[src/rtl/irq_level_arbiter.sv]
module irq_level_arbiter #(
  parameter int IDX_W  = 6,
  parameter int TL_W   = 3,
  parameter int DATA_W = 64
) (
  input  logic              clk,
  input  logic              rst_n,
  input  logic [15:0]       lvl_req,
  input  logic [16:0]       soft_int,
  input  logic [3:0]        cur_pil,
  input  logic              int_en,
  input  logic [TL_W-1:0]   trap_lvl,
  input  logic [8:0]        trap_type,
  input  logic              vec_raise,
  input  logic              vec_lower,
  input  logic [IDX_W-1:0]  vec_idx,
  output logic              irq_req,
  output logic [8:0]        irq_tt,
  output logic              vec_busy,
  output logic [DATA_W-1:0] vec_data0,
  output logic [DATA_W-1:0] vec_data1,
  output logic [DATA_W-1:0] vec_data2
);
  localparam logic [8:0] EXT_BASE = 9'h040;
  localparam logic [8:0] VEC_TT   = 9'h060;

  logic [15:0] pend;
  logic        timer_hit;
  assign timer_hit = soft_int[0] | soft_int[16];
  assign pend = lvl_req | (soft_int[15:0] & 16'hFFFE) | (timer_hit ? 16'h4000 : 16'h0000);

  logic eligible;
  assign eligible = {1'b0, pend} >= (17'd2 << cur_pil);

  logic [3:0] win_lvl;
  always_comb begin
    win_lvl = 4'd0;
    for (int i = 1; i < 16; i++)
      if (pend[i] && (4'(i) > cur_pil)) win_lvl = 4'(i);
  end

  logic [8:0] new_tt;
  logic       nested_block;
  assign new_tt = EXT_BASE | {5'd0, win_lvl};
  assign nested_block = (trap_lvl != '0) && (trap_type > new_tt) &&
                        ((trap_type & 9'h1F0) == EXT_BASE);

  always_ff @(posedge clk) begin
    if (!rst_n) begin
      irq_req   <= 1'b0;
      irq_tt    <= '0;
      vec_busy  <= 1'b0;
      vec_data0 <= '0;
      vec_data1 <= '0;
      vec_data2 <= '0;
    end else if (vec_raise && !vec_busy) begin
      vec_busy  <= 1'b1;
      irq_tt    <= VEC_TT;
      irq_req   <= 1'b1;
      vec_data0 <= DATA_W'({5'h1F, 6'd0}) | DATA_W'(vec_idx);
      vec_data1 <= '0;
      vec_data2 <= '0;
    end else if (vec_lower && vec_busy) begin
      vec_busy <= 1'b0;
      irq_req  <= 1'b0;
    end else if (!vec_busy) begin
      if (!eligible || !int_en) begin
        irq_req <= 1'b0;
        irq_tt  <= '0;
      end else if (!nested_block && irq_tt != new_tt) begin
        irq_tt  <= new_tt;
        irq_req <= 1'b1;
      end
    end
  end
endmodule


[config.mk]
export PLATFORM = sky130hd
export DESIGN_NAME = irq_level_arbiter
export DESIGN_NICKNAME = d
export VERILOG_FILES = /design/src/rtl/irq_level_arbiter.sv
export SDC_FILE = /design/constraint.sdc
export NUM_CORES = 1
export LEC_CHECK = 0
export ABC_AREA = 1
export BUFFER_PORTS_ARGS = -buffer_cell sky130_fd_sc_hd__buf_2
export CORE_AREA = 2 2 102 104
export CTS_CLUSTER_DIAMETER = 120
export DETAILED_ROUTE_END_ITERATION = 6
export DIE_AREA = 0 0 104 106
export PLACE_DENSITY = 0.67
export SKIP_CTS_REPAIR_TIMING = 1
export SLEW_MARGIN = 20
export SYNTH_ARGS = -nofsm -noshare
export SYNTH_HDL_FRONTEND = slang
export SYNTH_SLANG_ARGS = --single-unit
[constraint.sdc]
create_clock -name clk -period 3 [get_ports clk]
set_clock_uncertainty 0.05 [all_clocks]
set_input_delay 0 -clock clk [delete_from_list [all_inputs] [get_ports clk]]
set_output_delay 0 -clock clk [all_outputs]
set_load 0.01 [all_outputs]
==> results.md <==
* Sequential element share of the synthesized area at roughly 10%
* Setup violators final at 0
* Fmax achieved at 420 MHz
* Layout cells sized above 1 at 23.0%
* DIE HEIGHT at 106 um
* Synth warn at 0
* Crit end category: flip-flop
* CP Launch Type: primary input
* Clock latency on the worst-skew pair at 0.25 ns
* Most common cell in the netlist: buf_4
* DRC violations left at 0
* RSZ-0062 raised after global routing: no
* Slew Limit Fails at 0
* Final hold viol count at 5
* Overall Global Routing Usage at 8.47%
* Row Count at 37
* Post-Synthesis Cells at 440
* Async SR Flop Fraction at 0%
* Peak VDD IR at 0.000138 V
* PnR worst setup slack at 0.617 ns
* Final wirelength at between 5000 and 6000 um
* Post-synth top area cell: buf_4
* Antenna violations before repair at 0
* Initial Utilization at between 20% and 30%
* Core area at 10000 um2
* Synthesized cell area at 2990 um2
* Root buffer cell: clkbuf_8
* Syn-to-layout area delta at -2.26%
* Clk slew on worst S/H paths at 0.07 ns
* CP most frequent cell: nand2_1
* Post-layout min period at 2.38 ns
* Final nets at 602
* Overflow left after global routing at 0
* Crit path DAT at 2.47 ns
* DP HPWL at 4750 um
* Top post-synthesis cells by count: buf_4, nand2_1, nor2_1
* TNS Setup at 0 ns
* Number of synthesized flops with an enable pin at 0
* DRT iter0 DRCs at 78
* H-tree lvl count at 1
* Pre-antenna DRT Iters at 4
* IO Port Bufs at slightly below 80
* Final hold slack at -0.0412 ns
* CP max stage cell: nor2_2
* Max incr delay on CP at 0.27 ns
* Ant diodes at 0
* Ys flop type: dfxtp_1
* First-pass GRT wire length at 7960 um
* Top Ports at around 260
* Vias in the first global route at 1,786
* CTS tree: built
* Worst slack at placement at about 0.33 ns
* Crit Path Class: primary input to flip-flop
* Pin count of the biggest net entering global routing at 11
* CP Buf/Inv Count at 2
* Layout Cells excl Fill at 658
* Leakage at between 1.5 and 2 nW
* Worst hold path type: primary input to flip-flop
* Post-synth top area share at 47.2%
* Status: complete, but fails checks
* Die ar. at 11,000 um2
* Critical Path RT at 3.08 ns
* Worst Path Max Fanout at 7
* Fin crit share at between 70% and 80%
* Final core utilization at 29.3%
* Layout fillers at ~1,100
* Clock Tree Buf Depth at 2
* Netlist cell types at 31
* Cells after DPL at 650
* Register bit count reported by yosys at 15
* Top post-synthesis cells by area: buf_4, dfxtp_1, nand2_1
* Failing checks: negative hold slack
* Die Wd at about 100 um
* Clk sinks at 15
* WL per Instance at between 8 and 9 um
* Power Density at 247 nW/um2
* CTS Buf Count at 3
* Vias per inst at 3.55
* DRT antenna net count at 0
* Max-Cap Viols at 0
* Gpl congestion at around 0.8
* Vias at 2,339
* Mean area per synthesized cell at approximately 6.8 um2
* Top delay family on crit path: simple AND/OR/NAND/NOR gates
## stage by stage
step	hold WS (ns)	total power, mW	area [um2]
finish	-0.0412	0.724	2930
global route	0.00808	0.784	2930
CTS	-0.0484	0.722	2890
detailed placement	0.214	0.555	2840
global placement	0.208	0.554	2840
floorplan	0.0857	0.648	3680
## cell usage in the layout (no fill, tap or decap), types with 4 or more instances in the layout
cell             n
conb_1         184
buf_2           77
nand2_1         69
nor2_1          32
inv_1           21
ha_1            19
nand3_1         16
a21oi_1         15
dfxtp_1         15
or2_2           11
o21ai_0         10
nand2_2          9
nor2_2           4
inv_2            4
dlygate4sd3_1    4
## worst min-delay path, stage by stage
cell and delay, ns:
buf_2 0.07, o21ai_0 0.07, nor2_1 0.08
## logic make-up (layout without fill, tap and decap cells)
group,count (synthesis),count (layout),synth area share (%)
simple gates,157,157,25.0
xor+xnor,2,2,0.585
other cells,1,184,0.125
buf+inv,214,113,50.4
flops,15,15,10.0
compound gates,32,32,5.85
fa+ha+maj,19,19,7.94
## state kept, by name (all words and copies together), names as in the netlist
register   count
vec_busy       1
irq_tt         6
vec_data0      7
irq_req        1
## layout make-up
type | count | area [um2] | share of cell area [%]
clock inverter | 1 | 5.00 | 0.171
inverter | 26 | 97.6 | 3.34
sequential | 15 | 300 | 10.3
clock buffer | 3 | 41.3 | 1.41
timing repair buffer | 83 | 440 | 15.1
tap | 136 | 170 | 5.82
multi-input combinational | 394 | 1870 | 63.9
## metal layers
metal | wire, um | part of all wire (%) | GRT usage [%]
met1 | 2060 | 39 | 10.0
met2 | 2710 | 51 | 16.6
met3 | 529 | 10 | 0.797
met4 | 15 | 0.28 | 1.45
met5 | 0 | 0 | 0
## where the power goes
part / internal, mW / switching, mW / leakage (nW) / total [mW]
sequential: 0.215 / 0.00909 / 0.124 / 0.224
combinational: 0.101 / 0.233 / 1.59 / 0.334
clock: 0.0919 / 0.0739 / 0.0255 / 0.166
total: 0.408 / 0.316 / 1.74 / 0.724
## worst paths after layout
check	slack (ns)	to	from	cells past startpoint
hold / removal	-0.04	vec_data0[3]$_SDFFE_PN0P_	vec_idx[3]	3
setup reg to reg	1.61	irq_tt[6]$_SDFFE_PN0P_	irq_tt[3]$_SDFFE_PP0P_	9
setup / recovery	0.62	irq_tt[6]$_SDFFE_PN0P_	cur_pil[3]	28
hold reg to reg	0.43	irq_tt[5]$_SDFFE_PN0P_	irq_tt[5]$_SDFFE_PN0P_	2
Power figures use the tool's default switching activity.
